$ cat src/rtl/irq_pkg.sv
package irq_pkg;
  localparam int SRC_N   = 4;
  localparam int SRC_SER = 0;
  localparam int SRC_BT  = 1;
  localparam int SRC_T12 = 2;
  localparam int SRC_PIN = 3;

  typedef enum logic {
    SEL_PEND = 1'b0,
    SEL_MASK = 1'b1
  } reg_sel_e;
endpackage

$ cat src/rtl/irq_edge_sync.sv
module irq_edge_sync #(
  parameter int STAGES = 2
) (
  input  logic clk,
  input  logic rst,
  input  logic din,
  output logic rise
);
  logic [STAGES:0] shreg;

  always_ff @(posedge clk) begin
    if (rst) shreg <= '0;
    else     shreg <= {shreg[STAGES-1:0], din};
  end

  assign rise = shreg[STAGES-1] & ~shreg[STAGES];


  single_rise_chk: assert property (@(posedge clk) disable iff (rst) rise |=> !rise);
endmodule

$ cat src/rtl/irq_flag_bank.sv
module irq_flag_bank #(
  parameter int N = 4
) (
  input  logic         clk,
  input  logic         rst,
  input  logic [N-1:0] set_req,
  input  logic [N-1:0] ack_clr,
  input  logic [N-1:0] sw_clr,
  input  logic         mask_we,
  input  logic [N-1:0] mask_wdata,
  output logic [N-1:0] pend_q,
  output logic [N-1:0] mask_q
);
  for (genvar i = 0; i < N; i++) begin : g_src
    logic pend_bit;
    logic mask_bit;

    always_ff @(posedge clk) begin
      if (rst) begin
        pend_bit <= 1'b0;
        mask_bit <= 1'b0;
      end else begin
        pend_bit <= set_req[i] | (pend_bit & ~(ack_clr[i] | sw_clr[i]));
        if (mask_we) mask_bit <= mask_wdata[i];
      end
    end

    assign pend_q[i] = pend_bit;
    assign mask_q[i] = mask_bit;


    set_wins_chk: assert property (@(posedge clk) disable iff (rst)
      set_req[i] |=> pend_q[i]);

    ack_clears_chk: assert property (@(posedge clk) disable iff (rst)
      (ack_clr[i] && !set_req[i]) |=> !pend_q[i]);
  end
endmodule

$ cat src/rtl/irq_prio_chain.sv
module irq_prio_chain #(
  parameter int N  = 4,
  parameter int VW = 2
) (
  input  logic                  token_in,
  input  logic [N-1:0]          active,
  input  logic [N-1:0][VW-1:0]  vec_tab,
  output logic [N-1:0]          grant,
  output logic                  hit,
  output logic [VW-1:0]         vec
);
  logic [N:0] token;
  assign token[N] = token_in;

  for (genvar i = N - 1; i >= 0; i--) begin : g_link
    assign grant[i] = token[i+1] & active[i];
    assign token[i] = token[i+1] & ~active[i];
  end

  assign hit = |grant;

  always_comb begin
    vec = '0;
    for (int i = 0; i < N; i++) begin
      vec = vec | (vec_tab[i] & {VW{grant[i]}});
    end
  end
endmodule

$ cat src/rtl/irq_prio_ctrl.sv
module irq_prio_ctrl
  import irq_pkg::*;
#(
  parameter int                VEC_W       = 2,
  parameter logic [VEC_W-1:0]  VEC_PIN     = 2'h3,
  parameter logic [VEC_W-1:0]  VEC_T12     = 2'h2,
  parameter logic [VEC_W-1:0]  VEC_BT      = 2'h1,
  parameter logic [VEC_W-1:0]  VEC_SER     = 2'h0,
  parameter int                SYNC_STAGES = 2
) (
  input  logic              clk,
  input  logic              rst,
  input  logic              ext_pin,
  input  logic              t12_req,
  input  logic              btm_req,
  input  logic              ser_req,
  input  logic              ei_strobe,
  input  logic              di_strobe,
  input  logic              reg_wr,
  input  logic              reg_sel,
  input  logic [SRC_N-1:0]  reg_wdata,
  output logic [SRC_N-1:0]  reg_rdata,
  output logic              ack_pulse,
  output logic [VEC_W-1:0]  ack_vec
);
  logic                         pin_rise;
  logic [SRC_N-1:0]             set_req;
  logic [SRC_N-1:0]             pend_q;
  logic [SRC_N-1:0]             mask_q;
  logic [SRC_N-1:0]             grant;
  logic [SRC_N-1:0]             sw_clr;
  logic [SRC_N-1:0][VEC_W-1:0]  vec_tab;
  logic                         hit;
  logic [VEC_W-1:0]             win_vec;
  logic                         gie_q;
  logic                         mask_we;

  irq_edge_sync #(.STAGES(SYNC_STAGES)) i_pin_sync (
    .clk  (clk),
    .rst  (rst),
    .din  (ext_pin),
    .rise (pin_rise)
  );

  always_comb begin
    set_req          = '0;
    set_req[SRC_PIN] = pin_rise;
    set_req[SRC_T12] = t12_req;
    set_req[SRC_BT]  = btm_req;
    set_req[SRC_SER] = ser_req;
    vec_tab          = '0;
    vec_tab[SRC_PIN] = VEC_PIN;
    vec_tab[SRC_T12] = VEC_T12;
    vec_tab[SRC_BT]  = VEC_BT;
    vec_tab[SRC_SER] = VEC_SER;
  end

  assign mask_we = reg_wr && (reg_sel == SEL_MASK);
  assign sw_clr  = (reg_wr && (reg_sel == SEL_PEND)) ? reg_wdata : '0;

  irq_flag_bank #(.N(SRC_N)) i_flags (
    .clk        (clk),
    .rst        (rst),
    .set_req    (set_req),
    .ack_clr    (grant),
    .sw_clr     (sw_clr),
    .mask_we    (mask_we),
    .mask_wdata (reg_wdata),
    .pend_q     (pend_q),
    .mask_q     (mask_q)
  );

  irq_prio_chain #(.N(SRC_N), .VW(VEC_W)) i_chain (
    .token_in (gie_q),
    .active   (pend_q & mask_q),
    .vec_tab  (vec_tab),
    .grant    (grant),
    .hit      (hit),
    .vec      (win_vec)
  );

  always_ff @(posedge clk) begin
    if (rst) begin
      gie_q     <= 1'b0;
      ack_pulse <= 1'b0;
      ack_vec   <= '0;
      reg_rdata <= '0;
    end else begin
      if (hit || di_strobe) gie_q <= 1'b0;
      else if (ei_strobe)   gie_q <= 1'b1;
      ack_pulse <= hit;
      if (hit) ack_vec <= win_vec;
      reg_rdata <= (reg_sel == SEL_MASK) ? mask_q : pend_q;
    end
  end


  one_winner_chk: assert property (@(posedge clk) disable iff (rst) $onehot0(grant));

  masked_never_wins_chk: assert property (@(posedge clk) disable iff (rst)
    (grant & ~mask_q) == '0);

  ack_needs_gie_chk: assert property (@(posedge clk) disable iff (rst)
    $rose(ack_pulse) |-> $past(gie_q));

  no_back_to_back_ack_chk: assert property (@(posedge clk) disable iff (rst)
    ack_pulse |-> !gie_q);

  di_clears_chk: assert property (@(posedge clk) disable iff (rst)
    di_strobe |=> !gie_q);
endmodule

$ cat config.mk
export PLATFORM = sky130hd
export DESIGN_NAME = irq_prio_ctrl
export DESIGN_NICKNAME = d
export VERILOG_FILES = /design/src/rtl/irq_pkg.sv /design/src/rtl/irq_edge_sync.sv /design/src/rtl/irq_flag_bank.sv /design/src/rtl/irq_prio_chain.sv /design/src/rtl/irq_prio_ctrl.sv
export SDC_FILE = /design/constraint.sdc
export NUM_CORES = 1
export LEC_CHECK = 0
export ABC_AREA = 1
export ABC_CLOCK_PERIOD_IN_PS = 2600
export BUFFER_PORTS_ARGS = -buffer_cell sky130_fd_sc_hd__buf_2
export CAP_MARGIN = 25
export CORE_AREA = 5 5 44 46
export DETAILED_ROUTE_END_ITERATION = 10
export DIE_AREA = 0 0 49 51
export GPL_ROUTABILITY_DRIVEN = 0
export GPL_TIMING_DRIVEN = 0
export HOLD_SLACK_MARGIN = 0.02
export PLACE_DENSITY = 0.76
export SETUP_SLACK_MARGIN = 0.15
export SYNTH_ARGS = -nofsm -noshare
export SYNTH_HDL_FRONTEND = slang
export SYNTH_SLANG_ARGS = --single-unit
$ cat constraint.sdc
create_clock -name clk -period 2.6 [get_ports clk]
set_input_delay 0.65 -clock clk [delete_from_list [all_inputs] [get_ports clk]]
set_output_delay 0.65 -clock clk [all_outputs]
set_load 0.005 [all_outputs]
==> results of run 1 <==
-- synth_stat cells --
cell type / number / area share (%)
a21bo_1: 1 / 1.3
a21boi_1: 1 / 1.0
a21oi_1: 4 / 2.7
a21oi_2: 1 / 1.2
a31oi_1: 2 / 1.7
clkbuf_1: 1 / 0.51
clkinv_1: 1 / 0.51
dfxtp_1: 19 / 51
inv_1: 10 / 5.1
inv_2: 1 / 0.51
nand2_1: 6 / 3.0
nand2_2: 3 / 2.5
nand3_1: 9 / 6.1
nor2_1: 23 / 12
nor2_2: 1 / 0.84
nor2_4: 1 / 1.5
nor3_2: 1 / 1.3
o21ai_0: 9 / 6.1
o21ai_2: 1 / 1.2
-- per-layer routing --
layer,vias up,wire [um],part of all wire [%]
met1,299,650,45
met5,-,0,0
met2,12,666,47
li1,350,-,-
met3,4,77,5.4
met4,0,36,2.5
-- power by group through the flow --
stage               clock [mW]  combinational [mW]  sequential, mW
finish                   0.149              0.0543           0.315
global route             0.169              0.0630           0.318
CTS                      0.153              0.0546           0.315
detailed placement           0              0.0544           0.322
global placement             0              0.0534           0.321
floorplan                    0              0.0317           0.321
-- flip-flops by register name, summed over array words and instances, names as in the netlist --
signal / count
ack_vec: 2
ack_pulse: 1
i_flags.g_src.pend_bit: 4
reg_rdata: 4
gie_q: 1
i_flags.g_src.mask_bit: 4
i_pin_sync.shreg: 3
-- how the worst max path moves through the flow --
stage,start,to,cells past startpoint
finish,ack_vec[1],ack_vec[1],1
floorplan,reg_sel,i_flags.g_src[2].pend_bit,4
global placement,reg_sel,i_flags.g_src[2].pend_bit,5
CTS,ack_vec[1],ack_vec[1],1
detailed placement,reg_sel,i_flags.g_src[2].pend_bit,5
global route,ack_vec[1],ack_vec[1],1
-- metrics by stage --
stage                     hold WS (ps)  setup WS (ps)  utilization [%]  total power, mW  instance area, um^2
after floorplan                  388.3           1406                -           0.3528                742.0
after global placement           390.5           1169            58.59           0.3748                862.1
after detailed placement         399.8           1161            58.59           0.3765                862.1
after CTS                        415.4           1157            60.46           0.5232                889.6
after global routing             451.4           1124            60.46           0.5496                889.6
final                            411.4           1172            60.46           0.5179                889.6
-- kinds of logic (layout without fill, tap and decap cells) --
group,count (synthesis),count (layout),synth area share (%)
flip-flops,19,19,51.26
buffers and inverters,13,37,6.576
AND/OR/NAND/NOR,44,44,26.98
AO/OA/AOI/OAI,19,19,15.18
-- final cells by class --
| class | instances | share of cell area (%) |
|---|---|---|
| inverter | 12 | 5.063 |
| clock inverter | 1 | 0.5626 |
| sequential | 19 | 42.76 |
| multi-input combinational | 63 | 35.16 |
| clock buffer | 3 | 2.532 |
| tap | 16 | 2.250 |
| timing repair buffer | 20 | 11.25 |
| buffer | 1 | 0.4219 |
==> summary.md, run 1 <==
| Metric | Value |
|---|---|
| Fillers | `138` |
| M1 GR Usage | `16.46%` |
| Final setup fails | `0` |
| First-pass GRT wire length | `about 2600 um` |
| Area Overhead vs Synth | `19.90%` |
| Worst slew pin tran | `about 450 ps` |
| Seq/Total Area, Yosys | `~51%` |
| Post-layout min period | `1428 ps` |
| Synthesized area per cell | `7.810 um^2` |
| Comb power frac | `10.5%` |
| Detail Placement HPWL | `about 1100 um` |
| WP data required | `roughly 2000 ps` |
| Register clock-pin slew on the reported worst setup and hold paths | `110 ps` |
| Tcrit/Tclk final | `between 50% and 60%` |
| Worst path slowest cell | `dfxtp_1` |
| Die ar. | `2499 um^2` |
| FMAX | `700.4 MHz` |
| Sw Pwr | `130.4 uW` |
| Clk root buf | `clkbuf_4` |
| CP arrival | `780 ps` |
| Drt pass-1 iters | `6` |
| WL/cell | `10.59 um` |
| Final-report max-slew violation count | `0` |
| Flop pwr share | `60.8%` |
| Worst Skew | `2.335 ps` |
| Leak pwr | `0.4367 nW` |
| CTS Hold Bufs | `0` |
| Fin. Hold Viols | `0` |
| Hold depth | `2` |
| Grt peak-use layer | `met2` |
| Worst setup SP type | `flip-flop` |
| Yosys warnings | `0` |
| Fin cells | `135` |
| CP bufs+invs | `1` |
| Row cnt | `14` |
| DRC violations left | `0` |
| Vias per inst | `4.926` |
| Sum Neg Setup Slack | `0 ps` |
| Critical setup path kind | `reg -> out` |
| Setup Buffers After CTS | `0` |
| Core area | `1471 um^2` |
| Ports | `21` |
| Port Buffer Count | `20` |
| Most frequent cells in the layout | `23 x nor2_1, 20 x buf_2, 19 x dfxtp_1` |
| Mapped cell area | `742.0 um^2` |
| CP endpoint kind | `output pin` |
| Cell count of the worst reg-to-reg path | `6` |
| Die width | `49 um` |
| Final #Nets | `134` |
| Ant diodes | `0` |
| Net Sw Frac | `25.17%` |
| Relative slew slack | `a little over two thirds` |
| Die Y | `51 um` |
| Cts bufs inserted | `3` |
| Count of cell types in the netlist | `19` |
| Vias in the first global route | `604` |
| Status | `finished, final reports clean` |
| Critical path's largest stage delay | `360 ps` |
| Dpl cells | `131` |
| Vias post-DR | `665` |
| Critical Path Fanout Max | `2` |
| Clock Tree Buf Depth | `2` |
| RSZ-0062 raised after global routing | `false` |
| Pwr/cell area | `a little under 600 nW/um^2` |
| TritonCTS clock tree | `done` |
| Hold path endpoint | `i_pin_sync.shreg[1]` |
| Cell internal pwr | `just under 400 uW` |
| Post-route ant nets | `0` |
| Top Family by Delay on Critical Path | `flip-flops` |
| Worst R2R Start | `i_flags.g_src[3].pend_bit` |
| Clk network pwr share | `~29%` |
| Met2 usage | `20.65%` |
| Total Wirelength | `1430 um` |
| Flop-to-flop setup slack | `1550 ps` |
| Grt total ovfl | `0` |
| Hold Crit Start | `i_pin_sync.shreg[0]` |
| Iteration-0 DRC count of the detailed router | `7` |
| Worst vdd ir | `273.6 uV` |
| Multi-input gate area | `312.8 um^2` |
| GR Util met3 | `under 10%` |
| H-tree depth | `1` |
| Largest net degree at the start of global routing | `12` |
| Layout cells sized above 1 | `~28%` |
| Critical-path cell list | `buf_2` |
| Total Routing Usage GR | `13.28%` |
| Cts repair resizes | `0` |
| Seq. cell area | `380.4 um^2` |
| Commonest non-fill, non-tap cell in the layout | `nor2_1` |
| Max-cap viol count | `0` |
| Clk Latency, worst-skew pair | `300 ps` |
| Reg-to-Reg End | `ack_vec[1]` |
| Initial core utilization | `50.43%` |
| Cell count after synthesis | `95` |
| Initial antenna violation count | `0` |
| Clock tree sinks | `19` |
| Seq cells post-synth | `19` |
| Post-Syn Nets | `109` |
| Min-delay worst type | `reg -> reg` |
Note: power is estimated with default switching activity, not from simulation.
==> run 2: changes to the inputs <==
Settings changed: ABC_CLOCK_PERIOD_IN_PS 2600 to 1150, CORE_AREA 5 5 44 46 to 5 5 48 50, DIE_AREA 0 0 49 51 to 0 0 53 55, PLACE_DENSITY 0.76 to 0.67.
Clock period 2.6 ns to 1.15 ns, I/O delays scaled along.
==> run 2 against run 1 <==
  * Wire length up 8.7%
  * Final area is 7.2% higher
  * Sequential power increased by 130%
==> summary.md, run 2 (synthesis results as in run 1) <==
| Metric | Value |
|---|---|
| Die Y | `55 um (+7.8%)` |
| Relative slew slack | `70.19% (+0.52 points)` |
| FMAX | `959.2 MHz` |
| Worst path slowest cell | `dfxtp_2` |
| Total Wirelength | `1554 um (+8.7%)` |
| Grt total ovfl | `0 (unchanged)` |
| Initial core utilization | `39.85% (-11 points)` |
| CTS Hold Bufs | `0 (unchanged)` |
| Cts bufs inserted | `3 (unchanged)` |
| Min-delay worst type | `in -> reg` |
| Status | `finished, final reports clean` |
| CP endpoint kind | `output pin` |
| Hold depth | `2 (unchanged)` |
| Flop-to-flop setup slack | `140 ps (-1410 ps)` |
| Top Family by Delay on Critical Path | `flip-flops` |
| RSZ-0062 raised after global routing | `true` |
| Post-route cell area | `953.4 um^2 (+7.2%)` |
| Critical-path cell list | `buf_2` |
| Layout cells sized above 1 | `36.07% (+8.3 points)` |
| CP bufs+invs | `1 (unchanged)` |
| Clock tree sinks | `19 (unchanged)` |
| Clk Latency, worst-skew pair | `300 ps (about the same)` |
| Sum Neg Setup Slack | `0 ps (unchanged)` |
| Largest net degree at the start of global routing | `11 (-1)` |
| CP endpoint | `ack_vec[1]` |
| Vias in the first global route | `646 (+7.0%)` |
| DRC violations left | `0 (unchanged)` |
| Die ar. | `2915 um^2 (+17%)` |
| Final setup fails | `0 (unchanged)` |
| M1 GR Usage | `13.38% (-3.1 points)` |
| TritonCTS clock tree | `done` |
| Pwr/cell area | `1248 nW/um^2 (+110%)` |
| Vias post-DR | `688 (+3.5%)` |
| Register clock-pin slew on the reported worst setup and hold paths | `100 ps (about the same)` |
| Max-cap viol count | `0 (unchanged)` |
| Ant diodes | `0 (unchanged)` |
| Final core occ | `51.21% (-9.2 points)` |
| Area Overhead vs Synth | `28.50%` |
| Critical path's largest stage delay | `340 ps (-20 ps)` |
| Post-DP Area | `875.8 um^2 (+1.6%)` |
| Row cnt | `16 (+2)` |
| Worst R2R Start | `i_flags.g_src[2].pend_bit` |
| WHS | `131.0 ps (-280.4 ps)` |
| First-pass GRT wire length | `2573 um (-0.81%)` |
| Met2 usage | `22.31% (+1.7 points)` |
| Worst Skew | `2.348 ps (+0.01296 ps)` |
| Worst setup SP type | `flip-flop` |
| WL/cell | `10.43 um (-1.5%)` |
| Ports | `21 (unchanged)` |
| Total Routing Usage GR | `12.55% (-0.73 points)` |
| H-tree depth | `1 (unchanged)` |
| Worst slew pin tran | `447.1 ps (-7.789 ps)` |
| Leak pwr | `0.4540 nW (+4.0%)` |
| Tcrit/Tclk final | `about nine tenths` |
| Cell count of the worst reg-to-reg path | `6 (unchanged)` |
| Post-route ant nets | `0 (unchanged)` |
| Critical Path Fanout Max | `2 (unchanged)` |
| CP arrival | `760 ps (-20 ps)` |
| Top Registers | `i_flags.g_src.mask_bit x4, i_flags.g_src.pend_bit x4, reg_rdata x4` |
| Clk root buf | `clkbuf_4` |
| Final #Nets | `137 (+2.2%)` |
| Vias per inst | `4.617 (-6.3%)` |
| Initial antenna violation count | `0 (unchanged)` |
| Drt pass-1 iters | `4 (-2)` |
| GR Util met3 | `3.217% (-0.27 points)` |
| Final-report max-slew violation count | `0 (unchanged)` |
| Fin. Hold Viols | `0 (unchanged)` |
| Levels on crit path | `1 (unchanged)` |
| Reg-to-Reg End | `ack_vec[1]` |
| Most frequent cells in the layout | `23 x nor2_1, 19 x buf_2, 13 x dfxtp_1` |
| Clock Tree Buf Depth | `2 (unchanged)` |
| Iteration-0 DRC count of the detailed router | `16 (+9)` |
| Grt peak-use layer | `met2` |
| Fillers | `180 (+30%)` |
| Post-layout min period | `between 1000 and 1500 ps` |
| Worst vdd ir | `695.7 uV (+150%)` |
| Detail Placement HPWL | `1171 um (+4.2%)` |
| Core area | `1862 um^2 (+27%)` |
| Crit. Startpoint | `ack_vec[1]` |
| WP data required | `860 ps (-1090 ps)` |
| Commonest non-fill, non-tap cell in the layout | `nor2_1` |
| Port Buffer Count | `20 (unchanged)` |
| Critical setup path kind | `reg -> out` |
| Die width | `53 um (+8.2%)` |
[run 2: through the flow]
step / total power, mW / setup WS, ps / std cells
global route: 1.263 / 59.53 / 149
detailed placement: 0.8521 / 77.74 / 142
global placement: 0.8485 / 86.06 / 142
finish: 1.190 / 107.5 / 149
CTS: 1.195 / 94.45 / 149
floorplan: 0.7976 / 214.6 / 95
[run 2: power by group]
group	internal [mW]	leakage (nW)	total [mW]	switching, mW
registers	0.694	0.159	0.714	0.0197
logic	0.0624	0.280	0.138	0.0759
clock network	0.135	0.0150	0.337	0.202
[run 2: timing repair]
item                       CTS  global route
hold endpoints to repair     0             0
setup buffers                3             0
resized for setup            5             6
pin swaps                    3             3
setup endpoints to repair    8            13
[run 2: cell type report]
type	instances	area, um^2	share of cell area, %
flip-flops and latches	19	387.9	40.68
multi-input cells	63	327.8	34.38
repair buffers	23	128.9	13.52
inverters	12	45.04	4.724
well taps	27	33.78	3.543
clock buffers	4	26.28	2.756
plain buffers	1	3.754	0.3937
[run 2: per-layer routing]
metal | up-vias | wire length (um)
met1 | 311 | 640
li1 | 357 | -
met4 | 0 | 42
met3 | 5 | 58
met2 | 15 | 812
met5 | - | 0
[run 2: worst min path at each step]
stage,from,endpoint,slack (ps)
floorplan,di_strobe,gie_q,360
global placement,i_pin_sync.shreg[0],i_pin_sync.shreg[1],390
detailed placement,i_pin_sync.shreg[0],i_pin_sync.shreg[1],410
CTS,di_strobe,gie_q,120
global route,di_strobe,gie_q,110
finish,di_strobe,gie_q,130
==> run 3: changes to the inputs <==
--- a/config.mk
+++ b/config.mk
@@ -8,3 +8,2 @@
 export ABC_AREA = 1
-export ABC_CLOCK_PERIOD_IN_PS = 1150
 export BUFFER_PORTS_ARGS = -buffer_cell sky130_fd_sc_hd__buf_2
@@ -19,2 +18,3 @@
 export SETUP_SLACK_MARGIN = 0.15
+export SLEW_MARGIN = 15
 export SYNTH_ARGS = -nofsm -noshare
==> constraint.sdc (replaced) <==
create_clock -name clk -period 1.15 [get_ports clk]
set_input_delay 0.0575 -clock clk [delete_from_list [all_inputs] [get_ports clk]]
set_output_delay 0.0575 -clock clk [all_outputs]
set_load 0.005 [all_outputs]
==> run 3 against run 2 <==
  * Cell count rose by 2.7%
  * Non-clock buffer count rose by 4
  * Wire length rose by 4.2%
  * Via count rose by 2.6%
  * First-iteration DRC count fell by 13%
  * Register-to-register slack got worse by 30 ps
  * Clock power barely moved
  * Highest routed layer unchanged
==> summary.md, run 3 (synthesis results as in run 1) <==
| Metric | Value |
|---|---|
| Status | `finished, final reports clean` |
| Initial antenna violation count | `0 (unchanged)` |
| Worst Skew | `3.010 ps (+0.6615 ps)` |
| Critical Path Fanout Max | `4 (+2)` |
| Detail Placement HPWL | `1171 um (unchanged)` |
| Critical setup path kind | `reg -> reg` |
| Total Wirelength | `1619 um (+4.2%)` |
| Hold Crit Start | `reg_wdata[3]` |
| Vias per inst | `4.614 (about the same)` |
| Min-delay worst type | `in -> reg` |
| Register clock-pin slew on the reported worst setup and hold paths | `100 ps (about the same)` |
| CP endpoint kind | `flip-flop` |
| Clk Latency, worst-skew pair | `300 ps (about the same)` |
| Fillers | `184 (+2.2%)` |
| Worst slew pin tran | `452.9 ps (+5.832 ps)` |
| Ant diodes | `0 (unchanged)` |
| Core area | `1862 um^2 (unchanged)` |
| Vias post-DR | `706 (+2.6%)` |
| Initial core utilization | `39.85% (unchanged)` |
| Die width | `53 um (unchanged)` |
| Dpl cells | `142 (unchanged)` |
| Worst R2R Start | `i_flags.g_src[2].pend_bit` |
| Post-layout min period | `1042 ps (-0.7100 ps)` |
| Vias in the first global route | `674 (+4.3%)` |
| WP data required | `1340 ps (+480 ps)` |
| Pwr/cell area | `1210 nW/um^2 (-3.0%)` |
| Fin cells | `153 (+2.7%)` |
| Row cnt | `16 (unchanged)` |
| Final #Nets | `141 (+2.9%)` |
| Layout cells sized above 1 | `33.33% (-2.7 points)` |
| First-pass GRT wire length | `2663 um (+3.5%)` |
| Clock Tree Buf Depth | `2 (unchanged)` |
| Commonest non-fill, non-tap cell in the layout | `nor2_1` |
| DRC violations left | `0 (unchanged)` |
| Fin. Hold Viols | `0 (unchanged)` |
| Die Y | `55 um (unchanged)` |
| Reg-to-Reg End | `ack_vec[1]` |
| Setup slack after layout | `108.2 ps (+0.7100 ps)` |
| DP Worst Slack | `116.0 ps (+38.23 ps)` |
| Worst setup SP type | `flip-flop` |
| Tcrit/Tclk final | `90.59% (about the same)` |
| Total Routing Usage GR | `12.96% (+0.41 points)` |
| Die ar. | `2915 um^2 (unchanged)` |
| Port Buffer Count | `20 (unchanged)` |
| RSZ-0062 raised after global routing | `true` |
| H-tree depth | `1 (unchanged)` |
| Hold path endpoint | `i_flags.g_src[3].mask_bit` |
| Leak pwr | `0.4685 nW (+3.2%)` |
| Clk root buf | `clkbuf_4` |
| Cts bufs inserted | `3 (unchanged)` |
| Total power | `1.201 mW (+0.95%)` |
| Sum Neg Setup Slack | `0 ps (unchanged)` |
| Area Overhead vs Synth | `33.73%` |
| Flop-to-flop setup slack | `110 ps (-30 ps)` |
| Clock tree sinks | `19 (unchanged)` |
| Final setup fails | `0 (unchanged)` |
| Final-report max-slew violation count | `0 (unchanged)` |
| TritonCTS clock tree | `done` |
| FMAX | `959.9 MHz (about the same)` |
| Final core occ | `53.29% (+2.1 points)` |
| Top Registers | `i_flags.g_src.mask_bit x4, i_flags.g_src.pend_bit x4, reg_rdata x4` |
| Grt total ovfl | `0 (unchanged)` |
| Most frequent cells in the layout | `23 x nor2_1, 20 x buf_2, 15 x dfxtp_1` |
| Post-route ant nets | `0 (unchanged)` |
| Largest net degree at the start of global routing | `11 (unchanged)` |
| Cell count of the worst reg-to-reg path | `6 (unchanged)` |
| Hold depth | `3 (+1)` |
| Relative slew slack | `69.81% (-0.39 points)` |
| WL/cell | `10.58 um (+1.5%)` |
| CP arrival | `1230 ps (+470 ps)` |
| Iteration-0 DRC count of the detailed router | `14 (-2)` |
| Ports | `21 (unchanged)` |
| Worst vdd ir | `695.9 uV (about the same)` |
| Max-cap viol count | `0 (unchanged)` |
| Drt pass-1 iters | `4 (unchanged)` |
-- run 3: cell types whose count changed in the layout (fill, tap and decap cells not counted), sizes merged --
cell | before | now
dlygate4sd3 | 0 | 5
buf | 23 | 22
-- run 3: area by class of cell --
cell class	instances	area (um^2)	share of cell area [%]
Clock buffer	4	26.28	2.648
Buffer	1	3.754	0.3783
Sequential cell	19	385.4	38.84
Multi-Input combinational cell	63	332.8	33.54
Tap cell	27	33.78	3.405
Inverter	12	45.04	4.540
Timing Repair Buffer	27	165.2	16.65
-- run 3: critical path, cell delays in order (launching register included) --
cell	delay (ps)
dfxtp_1	340
nand2_2	90
inv_2	50
nor2_4	170
o21ai_4	90
a21oi_2	150
nor2_2	40
-- run 3: power breakdown --
| part | total (mW) | leakage [nW] | switching [mW] | internal (mW) |
|---|---|---|---|---|
| Sequential | 0.714 | 0.158 | 0.0197 | 0.694 |
| Combinational | 0.149 | 0.295 | 0.0779 | 0.0710 |
| Clock | 0.338 | 0.0150 | 0.203 | 0.135 |
-- run 3: routing by layer --
metal	global-route usage, %	part of all wire (%)
met4	7.660	1.5
met5	0	0
met1	13.24	41
met2	23.97	54
met3	3.217	3.5
-- run 3: per-stage QoR --
step                area (um^2)  hold WS (ps)
detailed placement        875.8         230.0
floorplan                 742.0         126.6
global route              992.2         32.51
finish                    992.2         28.11
CTS                       970.9         23.58
global placement          875.8         224.5
-- run 3: worst max-delay path by stage --
| stage | start | end | slack [ps] | cells past startpoint |
|---|---|---|---|---|
| 4_1_cts | i_flags.g_src[3].pend_bit | ack_vec[1] | 120 | 6 |
| 5_1_grt | i_flags.g_src[3].mask_bit | ack_vec[1] | 50 | 6 |
| 6_report | i_flags.g_src[2].pend_bit | ack_vec[1] | 110 | 6 |
| 3_5_place_dp | i_flags.g_src[2].mask_bit | ack_vec[1] | 120 | 6 |
| 2_1_floorplan | i_flags.g_src[3].pend_bit | ack_vec[1] | 210 | 6 |
| 3_3_place_gp | i_flags.g_src[3].mask_bit | ack_vec[1] | 140 | 6 |
-- run 3: timing repair --
| action | 4_1_cts | 5_1_grt |
|---|---|---|
| endpoints found under the hold margin | 5 | 0 |
| setup endpoints to repair | 1 | 6 |
| pin swaps | 1 | 4 |
| gates resized for setup | 3 | 6 |
| setup buffers | 2 | 0 |
| hold buffers | 5 | 0 |
